<file path="config.mk">
export PLATFORM = sky130hd
export DESIGN_NAME = qpos_counter
export DESIGN_NICKNAME = d
export VERILOG_FILES = /design/src/rtl/qpos_pkg.sv /design/src/rtl/qpos_sync.sv /design/src/rtl/qpos_decode.sv /design/src/rtl/qpos_core.sv /design/src/rtl/qpos_counter.sv
export SDC_FILE = /design/constraint.sdc
export NUM_CORES = 1
export LEC_CHECK = 0
export BUFFER_PORTS_ARGS = -buffer_cell sky130_fd_sc_hd__buf_2
export CAP_MARGIN = 10
export CORE_ASPECT_RATIO = 1.2
export CORE_MARGIN = 2
export CORE_UTILIZATION = 50
export DETAILED_ROUTE_END_ITERATION = 8
export GPL_TIMING_DRIVEN = 0
export MAX_ROUTING_LAYER = met4
export PLACE_DENSITY = 0.76
export SLEW_MARGIN = 40
export SYNTH_ARGS = -nofsm -noshare
export SYNTH_HDL_FRONTEND = slang
export SYNTH_SLANG_ARGS = --single-unit
</file>
<file path="constraint.sdc">
create_clock -name clk -period 3.7 [get_ports clk]
set_input_delay 1.11 -clock clk [delete_from_list [all_inputs] [get_ports clk]]
set_output_delay 1.11 -clock clk [all_outputs]
set_load 0.005 [all_outputs]
</file>
<file path="src/rtl/qpos_pkg.sv">
package qpos_pkg;

  typedef enum logic [1:0] {
    STEP_NONE = 2'd0,
    STEP_UP   = 2'd1,
    STEP_DOWN = 2'd2,
    STEP_BAD  = 2'd3
  } step_e;

  // prev/cur are {A,B}. Forward phase order: 00 -> 10 -> 11 -> 01 -> 00.
  function automatic step_e quad_step(input logic [1:0] prev, input logic [1:0] cur);
    logic [1:0] diff;
    diff = prev ^ cur;
    if (diff == 2'b00) return STEP_NONE;
    if (diff == 2'b11) return STEP_BAD;
    case ({prev, cur})
      4'b0010, 4'b1011, 4'b1101, 4'b0100: return STEP_UP;
      default:                            return STEP_DOWN;
    endcase
  endfunction

endpackage

</file>
<file path="src/rtl/qpos_sync.sv">
module qpos_sync #(
  parameter int WIDTH  = 3,
  parameter int STAGES = 2
) (
  input  logic             clk,
  input  logic             rst_n,
  input  logic [WIDTH-1:0] async_i,
  output logic [WIDTH-1:0] sync_o
);

  logic [WIDTH-1:0] stage_q [STAGES];

  generate
    for (genvar s = 0; s < STAGES; s++) begin : g_stage
      if (s == 0) begin : g_first
        always_ff @(posedge clk or negedge rst_n) begin
          if (!rst_n) stage_q[s] <= '0;
          else        stage_q[s] <= async_i;
        end
      end else begin : g_next
        always_ff @(posedge clk or negedge rst_n) begin
          if (!rst_n) stage_q[s] <= '0;
          else        stage_q[s] <= stage_q[s-1];
        end
      end
    end
  endgenerate

  assign sync_o = stage_q[STAGES-1];

endmodule

</file>
<file path="src/rtl/qpos_decode.sv">
module qpos_decode
  import qpos_pkg::*;
#(
  parameter int PRIME = 2
) (
  input  logic       clk,
  input  logic       rst_n,
  input  logic [1:0] ab_i,
  input  logic       z_i,
  output step_e      step_o,
  output logic       idx_rise_o
);

  logic [1:0]     prev_ab_q;
  logic           prev_z_q;
  logic [PRIME:0] fill_q;
  logic           live;

  // Edges are decoded only once the synchronizer holds real samples.
  assign live = fill_q[PRIME];

  always_ff @(posedge clk or negedge rst_n) begin
    if (!rst_n) begin
      prev_ab_q <= 2'b00;
      prev_z_q  <= 1'b0;
      fill_q    <= '0;
    end else begin
      prev_ab_q <= ab_i;
      prev_z_q  <= z_i;
      fill_q    <= {fill_q[PRIME-1:0], 1'b1};
    end
  end

  assign step_o     = live ? quad_step(prev_ab_q, ab_i) : STEP_NONE;
  assign idx_rise_o = live & z_i & ~prev_z_q;

  // A rising edge needs a low sample first, so it never lasts two cycles.
  assert_index_single_R5: assert property (@(posedge clk) disable iff (!rst_n)
    idx_rise_o |=> !idx_rise_o);

endmodule

</file>
<file path="src/rtl/qpos_core.sv">
module qpos_core
  import qpos_pkg::*;
#(
  parameter int CNT_W = 32
) (
  input  logic             clk,
  input  logic             rst_n,
  input  logic             enable_i,
  input  logic             arm_i,
  input  logic             reload_en_i,
  input  logic [CNT_W-1:0] reload_val_i,
  input  step_e            step_i,
  input  logic             idx_rise_i,
  output logic [CNT_W-1:0] count_o,
  output logic             roll_o,
  output logic             armed_o,
  output logic             err_o
);

  localparam logic [CNT_W-1:0] ONE = {{(CNT_W-1){1'b0}}, 1'b1};

  // Returns {wrap, next}.
  function automatic logic [CNT_W:0] advance(input logic [CNT_W-1:0] c, input logic up);
    if (up) return {&c, c + ONE};
    else    return {~|c, c - ONE};
  endfunction

  logic [CNT_W-1:0] count_q, count_n;
  logic             armed_q, armed_n;
  logic             roll_q, roll_n;
  logic             err_q, err_n;
  logic             load_ev;
  logic             move_ev;
  logic [CNT_W:0]   adv;

  assign move_ev = (step_i == STEP_UP) || (step_i == STEP_DOWN);
  assign adv     = advance(count_q, step_i == STEP_UP);

  always_comb begin
    count_n = count_q;
    armed_n = armed_q;
    roll_n  = 1'b0;
    load_ev = 1'b0;
    if (arm_i) begin
      armed_n = 1'b1;
      count_n = reload_val_i;
      load_ev = 1'b1;
    end else if (armed_q) begin
      count_n = reload_val_i;
      load_ev = 1'b1;
      if (idx_rise_i) armed_n = 1'b0;
    end else if (enable_i) begin
      if (idx_rise_i && reload_en_i) begin
        count_n = reload_val_i;
        load_ev = 1'b1;
      end else if (move_ev) begin
        count_n = adv[CNT_W-1:0];
        roll_n  = adv[CNT_W] & ~reload_en_i;
      end
    end
  end

  assign err_n = err_q | (step_i == STEP_BAD);

  always_ff @(posedge clk or negedge rst_n) begin
    if (!rst_n) begin
      count_q <= '0;
      armed_q <= 1'b0;
      roll_q  <= 1'b0;
      err_q   <= 1'b0;
    end else begin
      count_q <= count_n;
      armed_q <= armed_n;
      roll_q  <= roll_n;
      err_q   <= err_n;
    end
  end

  assign count_o = count_q;
  assign roll_o  = roll_q;
  assign armed_o = armed_q;
  assign err_o   = err_q;

  assert_step_unit_R2: assert property (@(posedge clk) disable iff (!rst_n)
    !$past(load_ev) |-> ((count_q == $past(count_q)) ||
                         (count_q == $past(count_q) + ONE) ||
                         (count_q == $past(count_q) - ONE)));

  assert_err_sticky_R4: assert property (@(posedge clk) disable iff (!rst_n)
    err_q |=> err_q);

  assert_bad_hold_R4: assert property (@(posedge clk) disable iff (!rst_n)
    (step_i == STEP_BAD && !arm_i && !armed_q && !(idx_rise_i && reload_en_i))
      |=> $stable(count_q));

  assert_armed_tracks_R7: assert property (@(posedge clk) disable iff (!rst_n)
    armed_q |-> (count_q == $past(reload_val_i)));

  assert_roll_free_only_R8: assert property (@(posedge clk) disable iff (!rst_n)
    roll_q |-> !$past(reload_en_i));

  assert_disabled_hold_R9: assert property (@(posedge clk) disable iff (!rst_n)
    (!enable_i && !arm_i && !armed_q) |=> $stable(count_q));

endmodule

</file>
<file path="src/rtl/qpos_counter.sv">
module qpos_counter
  import qpos_pkg::*;
#(
  parameter int CNT_W       = 32,
  parameter int SYNC_STAGES = 2
) (
  input  logic             clk,
  input  logic             rst_n,
  input  logic             enable,
  input  logic             arm,
  input  logic             index_reload_en,
  input  logic [CNT_W-1:0] reload_val,
  input  logic             quad_a,
  input  logic             quad_b,
  input  logic             quad_z,
  output logic [CNT_W-1:0] count,
  output logic             rollover,
  output logic             armed,
  output logic             quad_err
);

  localparam int LINES = 3;

  logic [LINES-1:0] lines_sync;
  step_e            step;
  logic             idx_rise;

  qpos_sync #(.WIDTH(LINES), .STAGES(SYNC_STAGES)) u_sync (
    .clk    (clk),
    .rst_n  (rst_n),
    .async_i({quad_z, quad_a, quad_b}),
    .sync_o (lines_sync)
  );

  qpos_decode #(.PRIME(SYNC_STAGES)) u_decode (
    .clk       (clk),
    .rst_n     (rst_n),
    .ab_i      (lines_sync[1:0]),
    .z_i       (lines_sync[2]),
    .step_o    (step),
    .idx_rise_o(idx_rise)
  );

  qpos_core #(.CNT_W(CNT_W)) u_core (
    .clk         (clk),
    .rst_n       (rst_n),
    .enable_i    (enable),
    .arm_i       (arm),
    .reload_en_i (index_reload_en),
    .reload_val_i(reload_val),
    .step_i      (step),
    .idx_rise_i  (idx_rise),
    .count_o     (count),
    .roll_o      (rollover),
    .armed_o     (armed),
    .err_o       (quad_err)
  );

endmodule

</file>
==> results of run 1 <==
-- layout make-up --
class / instances / area [um^2]
clock buffer: 5 / 68.8
buffer: 18 / 85.1
sequential: 47 / 1180
tap: 92 / 115
multi-input combinational: 394 / 2990
timing repair buffer: 106 / 644
fill: 656 / 2470
inverter: 7 / 33.8
timing repair inverter: 1 / 6.26
clock inverter: 3 / 27.5
-- through the flow --
stage	setup slack, ns	hold slack, ns	total power [mW]	cell area, um^2	instances
2_1_floorplan	-0.274	0.331	1.16	3910	469
3_3_place_gp	-0.998	0.333	1.34	4390	635
3_5_place_dp	-0.636	0.336	1.36	4390	635
4_1_cts	-0.0184	0.359	1.80	4830	663
5_1_grt	-0.229	0.358	2.06	5150	673
6_report	-0.0774	0.357	1.96	5150	673
-- synth_stat cells (4+ instances only) --
master                     number  share of area [%]
sky130_fd_sc_hd__a21o_1        16                3.1
sky130_fd_sc_hd__a21oi_1       53                6.8
sky130_fd_sc_hd__a31oi_1        6               0.96
sky130_fd_sc_hd__and3_1         9                1.4
sky130_fd_sc_hd__buf_2          4               0.51
sky130_fd_sc_hd__clkbuf_1      13                1.2
sky130_fd_sc_hd__dfrtp_1       47                 30
sky130_fd_sc_hd__ha_1          33                 11
sky130_fd_sc_hd__inv_1          7               0.67
sky130_fd_sc_hd__mux2i_1        8                2.1
sky130_fd_sc_hd__nand2_1       57                5.5
sky130_fd_sc_hd__nand2b_1       5               0.80
sky130_fd_sc_hd__nand3_1       19                2.4
sky130_fd_sc_hd__nand4_1       15                2.4
sky130_fd_sc_hd__nor2_1        40                3.8
sky130_fd_sc_hd__nor3_1        10                1.3
sky130_fd_sc_hd__nor4_1        10                1.6
sky130_fd_sc_hd__o211ai_1      10                1.9
sky130_fd_sc_hd__o21a_1         5               0.96
sky130_fd_sc_hd__o21ai_0       24                3.1
sky130_fd_sc_hd__xnor2_1       10                2.2
sky130_fd_sc_hd__xor2_1        10                2.2
-- critical path: stages (launching register included) --
cell and delay, ns:
sky130_fd_sc_hd__dfrtp_1 0.43, sky130_fd_sc_hd__buf_6 0.13, sky130_fd_sc_hd__mux2_4 0.29, sky130_fd_sc_hd__o211ai_1 0.25
sky130_fd_sc_hd__ha_2 0.32, sky130_fd_sc_hd__inv_8 0.07, sky130_fd_sc_hd__buf_4 0.14, sky130_fd_sc_hd__ha_4 0.21
sky130_fd_sc_hd__buf_6 0.13, sky130_fd_sc_hd__a21oi_4 0.15, sky130_fd_sc_hd__nor2_2 0.05, sky130_fd_sc_hd__or4_4 0.44
sky130_fd_sc_hd__o211ai_4 0.24, sky130_fd_sc_hd__a21boi_2 0.12, sky130_fd_sc_hd__o41ai_4 0.20, sky130_fd_sc_hd__buf_4 0.19
sky130_fd_sc_hd__nor4_2 0.05, sky130_fd_sc_hd__a211o_1 0.25
-- where the power goes --
group | internal, mW | switching [mW] | total (mW)
Clock | 0.141 | 0.215 | 0.355
Sequential | 0.555 | 0.0774 | 0.632
Combinational | 0.461 | 0.507 | 0.967
-- registers in the layout, indices dropped and copies added (netlist names) --
register	cells
u_core.armed_o	1
u_sync.stage_q	3
u_core.err_o	1
u_core.roll_o	1
u_decode.fill_q	3
u_decode.prev_ab_q	2
u_sync.sync_o	3
u_core.count_o	32
u_decode.prev_z_q	1
-- routing by layer --
| layer | GRT usage, % | up-vias |
|---|---|---|
| met5 | - | - |
| met4 | 10.4 | 0 |
| met3 | 2.87 | 55 |
| met2 | 50.2 | 214 |
| met1 | 38.2 | 1997 |
| li1 | - | 1971 |
-- worst paths after layout --
kind                                             endpoint  slack, ns
min in group asynchronous      u_sync.sync_o[0]$_DFF_PN0_       0.81
max in group asynchronous  u_core.count_o[20]$_DFFE_PN0P_       2.47
hold / removal                 u_sync.sync_o[1]$_DFF_PN0_       0.36
setup reg to reg           u_core.count_o[31]$_DFFE_PN0P_      -0.08
setup / recovery           u_core.count_o[31]$_DFFE_PN0P_      -0.08
hold reg to reg                u_sync.sync_o[1]$_DFF_PN0_       0.36
-- logic make-up (layout without fill, tap and decap cells) --
kind of cell             count (synthesis)  count (layout)  share of synthesized area, %
XOR/XNOR                                20              20                          4.49
AND/OR/NAND/NOR                        181             181                          22.3
AO/OA/AOI/OAI                          149             149                          26.4
flip-flops                              47              47                          30.1
other                                    1               1                        0.0960
multiplexers                             9               9                          2.34
adder cells (fa/ha/maj)                 34              34                          11.1
buffers and inverters                   28             140                          3.11
-- repair_timing --
action,4_1_cts,5_1_grt
endpoints found under the setup margin,21,14
resized for setup,34,49
hold endpoints to repair,0,0
setup buffers,20,14
cloned,1,0
pin swaps,23,32
==> Flow_metrics.wiki, run 1 <==
{| class="wikitable"
! Metric !! Value
|-
| Outcome || finished with violations
|-
| Violated checks || setup timing
|-
| Async S/R FF share, synth || 100%
|-
| Most frequent cells in the layout || 74 x sky130_fd_sc_hd__buf_2, 55 x sky130_fd_sc_hd__nand2_1, 47 x sky130_fd_sc_hd__a21oi_1, 47 x sky130_fd_sc_hd__dfrtp_1, 36 x sky130_fd_sc_hd__nor2_1
|-
| Count of endpoints failing hold in the final timing report || 0
|-
| Peak supply drop || 0.000193 V
|-
| Path depth of the worst reg2reg path || 17
|-
| Sequential fraction of the synthesis area || 30.1%
|-
| Syn avg cell area || 8.33 um^2
|-
| Post-synth EDFFs || 0
|-
| Pre-Repair DR Iteration Count || 5
|-
| Initial drt markers || 371
|-
| Share of final-layout standard cells stronger than drive strength 1 || 31.2%
|-
| Total number of vias || 4237
|-
| Deepest level of the CTS H-tree || 2
|-
| CTS tree || yes
|-
| I/O Pins || 75
|-
| YS warnings || 0
|-
| Setup skew after layout || 0.00723 ns
|-
| Crit path launch || u_decode.prev_ab_q[0]$_DFF_PN0_
|-
| Die area || 8540 um^2
|-
| Post-detailed-routing wire length || 12900 um
|-
| Endpoint required time on the critical path || 3.91 ns
|-
| Final WS setup || -0.0774 ns
|-
| Core Box Area || 7620 um^2
|-
| All-layer global routing usage || 30.0%
|-
| Slew HR || 57.4%
|-
| Unrepaired setup endpoints after global routing || true
|-
| Met3 wirelength from detailed routing || 924 um
|-
| Upper clock frequency limit || 265 MHz
|-
| Clock slew at reported path FFs || 0.10 ns
|-
| Global-route wire length before repair || 19900 um
|-
| Standby leakage power || 2.22 nW
|-
| Total standard cell area after synthesis || 3900 um^2
|-
| Floorplan die width || 84.7 um
|-
| Number of nets at the end of the flow || 654
|-
| Number of antenna violations at the first check in global routing || 0
|-
| Metal1 wirelength || 5140 um
|-
| Fin crit period || 3.78 ns
|-
| Setup TNS || -0.219 ns
|-
| Final weighted congestion in routability-driven placement || 0.928
|-
| Critical Path End Type || register
|-
| Power Dens Cells || 380 nW/um^2
|-
| Flip-flop and latch count after synthesis || 47
|-
| Number of unique standard cell types used by synthesis || 64
|-
| Die boundary height || 101 um
|-
| Final ANT Viol Nets || 0
|-
| Worst-Skew Late Latency || 0.32 ns
|-
| Clk root buf || sky130_fd_sc_hd__clkbuf_8
|-
| Pin count of the biggest net entering global routing || 48
|-
| Vias in the first global route || 4010
|-
| Hpwl dp || 8470 um
|-
| Synth-to-layout area growth || 31.8%
|-
| Total of hold buffers inserted after clock tree synthesis || 0
|-
| Max-cap violations || 0
|-
| Type of the worst min-delay path || reg -> reg
|-
| Share of the cycle needed by the critical path after routing || 102%
|-
| Initial core utilization || 51.2%
|-
| Post-DR vias/cell || 6.30
|-
| Top_reg_cell synth || sky130_fd_sc_hd__dfrtp_1
|-
| Post-detailed-route DRC marker count || 0
|-
| Depth of the worst hold-timing path || 0
|-
| Count of antenna diodes in the layout || 0
|-
| Worst Setup Path Type || reg -> reg
|-
| Startpoint of the worst register-to-register path || u_decode.prev_ab_q[0]$_DFF_PN0_
|-
| Grt total ovfl || 0
|-
| Port-buffer cells || 74
|-
| Total clock buffers created by CTS || 5
|-
| Kind of start point of the critical path || register
|-
| Critical path fanouts, max || 8
|-
| Number of buffers on the longest clock path || 2
|-
| Cell Rows || 35
|-
| Number of instances in the synthesized netlist || 469
|-
| Slew @ Worst Pin || 0.639 ns
|-
| Met2 wirelength from detailed routing || 6380 um
|-
| Top routing layer used || met4
|-
| Data arrival time of the worst path || 3.99 ns
|-
| Detailed-route wire length per cell || 19.2 um
|-
| Final slew viol count || 0
|-
| Number of setup violations in the final report || 4
|-
| Synth Net Count || 543
|-
| Core Util, Final || 67.6%
|-
| Clock tree sinks || 47
|-
| Leading cell type in the layout, fill and taps excluded || sky130_fd_sc_hd__buf_2
|-
| Hold path startpoint || u_sync.stage_q[4]$_DFF_PN0_
|}
Note: power is estimated with default switching activity, not from simulation.
==> run 2, diff against run 1 <==
--- a/config.mk
+++ b/config.mk
@@ -7,13 +7,12 @@
 export LEC_CHECK = 0
 export BUFFER_PORTS_ARGS = -buffer_cell sky130_fd_sc_hd__buf_2
 export CAP_MARGIN = 10
-export CORE_ASPECT_RATIO = 1.2
 export CORE_MARGIN = 2
-export CORE_UTILIZATION = 50
+export CORE_UTILIZATION = 23
 export DETAILED_ROUTE_END_ITERATION = 8
 export GPL_TIMING_DRIVEN = 0
 export MAX_ROUTING_LAYER = met4
-export PLACE_DENSITY = 0.76
+export PLACE_DENSITY = 0.41
 export SLEW_MARGIN = 40
 export SYNTH_ARGS = -nofsm -noshare
 export SYNTH_HDL_FRONTEND = slang
==> constraint.sdc (replaced) <==
create_clock -name clk -period 3.2 [get_ports clk]
set_input_delay 0.96 -clock clk [delete_from_list [all_inputs] [get_ports clk]]
set_output_delay 0.96 -clock clk [all_outputs]
set_load 0.005 [all_outputs]
==> run 2 against run 1 <==
Largest power group unchanged. Routed wire length grew 17%. Worst setup slack lost 0.42 ns. Core utilization shrank 34 points. Design area grew 9.1%. The flow still finishes with violations (setup timing). Critical endpoint is now u_core.count_o[24]$_DFFE_PN0P_. Power grew 33%. Final cell count grew 21%. Die area grew 110%. Critical path depth shrank 1.
==> Flow_metrics.wiki, run 2 (same netlist as run 1, synthesis figures left out) <==
{| class="wikitable"
! Metric !! Value
|-
| Slew HR || 50.9% (was 57.4%)
|-
| Number of antenna violations at the first check in global routing || 1 (was 0)
|-
| Count of endpoints failing hold in the final timing report || 0 (unchanged)
|-
| Switching share of total power || 38.0% (was 40.9%)
|-
| Outcome || finished with violations (unchanged)
|-
| I/O Pins || 75 (unchanged)
|-
| Type of the worst min-delay path || reg -> reg (unchanged)
|-
| Die boundary height || 134 um (was 101 um)
|-
| Violated checks || setup timing (unchanged)
|-
| Final slew viol count || 0 (unchanged)
|-
| Number of setup violations in the final report || 21 (was 4)
|-
| Smallest hold slack || 0.351 ns (was 0.357 ns)
|-
| Final weighted congestion in routability-driven placement || 0.834 (was 0.928)
|-
| Worst-Skew Late Latency || 0.30 ns (was 0.32 ns)
|-
| Detailed-route wire length per cell || 18.6 um (was 19.2 um)
|-
| Hpwl dp || 10500 um (was 8470 um)
|-
| Fin crit period || 3.70 ns (was 3.78 ns)
|-
| All-layer global routing usage || 17.3% (was 30.0%)
|-
| Combinational fraction of design power || 46.9% (was 49.5%)
|-
| Final ANT Viol Nets || 0 (unchanged)
|-
| Post-DR vias/cell || 5.05 (was 6.30)
|-
| Total clock buffers created by CTS || 5 (unchanged)
|-
| Pre-Repair DR Iteration Count || 4 (was 5)
|-
| Clk root buf || sky130_fd_sc_hd__clkbuf_16 (was sky130_fd_sc_hd__clkbuf_8)
|-
| Cell Rows || 47 (was 35)
|-
| Design internal power || 1.61 mW (was 1.16 mW)
|-
| Met2 wirelength from detailed routing || 7210 um (was 6380 um)
|-
| Kind of start point of the critical path || register (unchanged)
|-
| Flip-flop count of the largest register, all copies and words added || 32 (unchanged)
|-
| Met3 wirelength from detailed routing || 739 um (was 924 um)
|-
| Share of final-layout standard cells stronger than drive strength 1 || 35.6% (was 31.2%)
|-
| Grt total ovfl || 0 (unchanged)
|-
| Standby leakage power || 2.34 nW (was 2.22 nW)
|-
| Core Box Area || 16600 um^2 (was 7620 um^2)
|-
| Floorplan die width || 134 um (was 84.7 um)
|-
| Share of the cycle needed by the critical path after routing || 116% (was 102%)
|-
| CTS tree || yes (unchanged)
|-
| Setup TNS || -7.18 ns (was -0.219 ns)
|-
| Most frequent cells in the layout || 74 x sky130_fd_sc_hd__buf_2, 53 x sky130_fd_sc_hd__nand2_1, 46 x sky130_fd_sc_hd__dfrtp_1, 44 x sky130_fd_sc_hd__a21oi_1, 37 x sky130_fd_sc_hd__nor2_1 (was 74 x sky130_fd_sc_hd__buf_2, 55 x sky130_fd_sc_hd__nand2_1, 47 x sky130_fd_sc_hd__a21oi_1, 47 x sky130_fd_sc_hd__dfrtp_1, 36 x sky130_fd_sc_hd__nor2_1)
|-
| Share of total power in the clock network || 24.9% (was 18.2%)
|-
| Total number of vias || 4109 (was 4237)
|-
| Critical Path End Type || register (unchanged)
|-
| Number of buffers on the longest clock path || 2 (unchanged)
|-
| Clock slew at reported path FFs || 0.08 ns (was 0.10 ns)
|-
| Power Dens Cells || 462 nW/um^2 (was 380 nW/um^2)
|-
| Worst Setup Path Type || reg -> reg (unchanged)
|-
| Final-layout fill cell count || 1771 (was 656)
|-
| Total of hold buffers inserted after clock tree synthesis || 0 (unchanged)
|-
| Initial core utilization || 23.5% (was 51.2%)
|-
| Clock tree sinks || 47 (unchanged)
|-
| Vias in the first global route || 4131 (was 4010)
|-
| Metal1 wirelength || 6940 um (was 5140 um)
|-
| Switching component of the power || 0.986 mW (was 0.799 mW)
|-
| Critical path fanouts, max || 8 (unchanged)
|-
| Place WS || -1.24 ns (was -0.636 ns)
|-
| Pin count of the biggest net entering global routing || 48 (unchanged)
|-
| Initial drt markers || 335 (was 371)
|-
| Port-buffer cells || 74 (unchanged)
|-
| Leading cell type in the layout, fill and taps excluded || sky130_fd_sc_hd__buf_2 (unchanged)
|-
| Synth-to-layout area growth || 43.8% (was 31.8%)
|-
| Die area || 18000 um^2 (was 8540 um^2)
|-
| Max-cap violations || 0 (unchanged)
|-
| Deepest level of the CTS H-tree || 2 (unchanged)
|-
| Post-detailed-route DRC marker count || 0 (unchanged)
|-
| Setup skew after layout || 0.00629 ns (was 0.00723 ns)
|-
| Slew @ Worst Pin || 0.736 ns (was 0.639 ns)
|-
| Final WS setup || -0.502 ns (was -0.0774 ns)
|-
| Upper clock frequency limit || 270 MHz (was 265 MHz)
|-
| Global-route wire length before repair || 23500 um (was 19900 um)
|-
| Endpoint required time on the critical path || 3.38 ns (was 3.91 ns)
|-
| Top routing layer used || met4 (unchanged)
|-
| Peak supply drop || 0.000201 V (was 0.000193 V)
|-
| Unrepaired setup endpoints after global routing || true (unchanged)
|-
| Data arrival time of the worst path || 3.88 ns (was 3.99 ns)
|-
| Relative contribution of sequential cells to total power || 28.2% (was 32.3%)
|-
| Number of nets at the end of the flow || 666 (was 654)
|-
| Post-detailed-routing wire length || 15100 um (was 12900 um)
|}
[run 2: cell count changes in the layout (fill, tap and decap cells not counted), sizes merged]
cell      previous run  this run
clkinvlp             1         0
diode                0         1
buf                111       121
clkbuf              18        19
bufinv               0         1
clkinv               0         1
[run 2: power by group through the flow]
| stage | sequential [mW] | clock (mW) | combinational [mW] |
|---|---|---|---|
| floorplan | 0.708 | 0 | 0.629 |
| global placement | 0.736 | 0 | 0.858 |
| detailed placement | 0.735 | 0 | 0.860 |
| CTS | 0.731 | 0.672 | 1.10 |
| global route | 0.744 | 0.699 | 1.33 |
| finish | 0.733 | 0.647 | 1.22 |
[run 2: per-stage QoR]
step,instance area [um^2],util (%),cells,power (mW)
after floorplan,3910,-,469,1.34
after global placement,4550,27.4,763,1.59
after detailed placement,4550,27.5,763,1.60
after CTS,5360,32.3,803,2.50
after global routing,5620,33.9,814,2.77
final,5620,33.9,814,2.60
[run 2: cell type report]
class | instances | area [um^2] | area share [%]
Timing Repair Buffer | 118 | 757 | 13.5
Tap cell | 220 | 275 | 4.90
Clock inverter | 3 | 47.5 | 0.847
Timing Repair inverter | 2 | 25.0 | 0.446
Sequential cell | 47 | 1180 | 21.0
Inverter | 7 | 38.8 | 0.691
Antenna cell | 1 | 2.50 | 0.0446
Multi-Input combinational cell | 394 | 3080 | 54.9
Buffer | 17 | 83.8 | 1.49
Clock buffer | 5 | 125 | 2.23
[run 2: what timing repair did]
item,in CTS,in global routing
resized for setup,68,45
pin swaps,42,34
cloned,2,0
setup endpoints to repair,29,31
buffers inserted,32,14
[run 2: path summary, 6_finish.rpt]
path	endpoint	cells after the start	start	slack [ns]
max	u_core.count_o[24]$_DFFE_PN0P_	16	u_decode.prev_ab_q[0]$_DFF_PN0_	-0.50
min	u_sync.sync_o[0]$_DFF_PN0_	0	u_sync.stage_q[3]$_DFF_PN0_	0.35
max reg2reg	u_core.count_o[24]$_DFFE_PN0P_	16	u_decode.prev_ab_q[0]$_DFF_PN0_	-0.50
min reg2reg	u_sync.sync_o[0]$_DFF_PN0_	0	u_sync.stage_q[3]$_DFF_PN0_	0.35
max in group asynchronous	u_decode.prev_ab_q[0]$_DFF_PN0_	1	rst_n	2.04
min in group asynchronous	u_core.count_o[30]$_DFFE_PN0P_	1	rst_n	0.69
[run 2: worst max-delay path, cell delays in order (launching register included)]
cell	delay [ns]
sky130_fd_sc_hd__dfrtp_2	0.45
sky130_fd_sc_hd__nor2b_4	0.14
sky130_fd_sc_hd__or3b_4	0.38
sky130_fd_sc_hd__o211ai_1	0.09
sky130_fd_sc_hd__buf_4	0.16
sky130_fd_sc_hd__ha_4	0.20
sky130_fd_sc_hd__buf_12	0.14
sky130_fd_sc_hd__inv_12	0.05
sky130_fd_sc_hd__ha_4	0.27
sky130_fd_sc_hd__o211ai_1	0.17
sky130_fd_sc_hd__a211oi_4	0.28
sky130_fd_sc_hd__nor2_2	0.09
sky130_fd_sc_hd__o41ai_4	0.33
sky130_fd_sc_hd__a31oi_2	0.18
sky130_fd_sc_hd__o311a_1	0.33
sky130_fd_sc_hd__mux2i_1	0.23
sky130_fd_sc_hd__nand3_1	0.09
[run 2: metal layers]
metal | vias to the layer above | global-route usage (%)
met3 | 16 | 2.87
met4 | 0 | 3.98
met1 | 1985 | 23.2
li1 | 2007 | -
met5 | - | -
met2 | 101 | 27.5
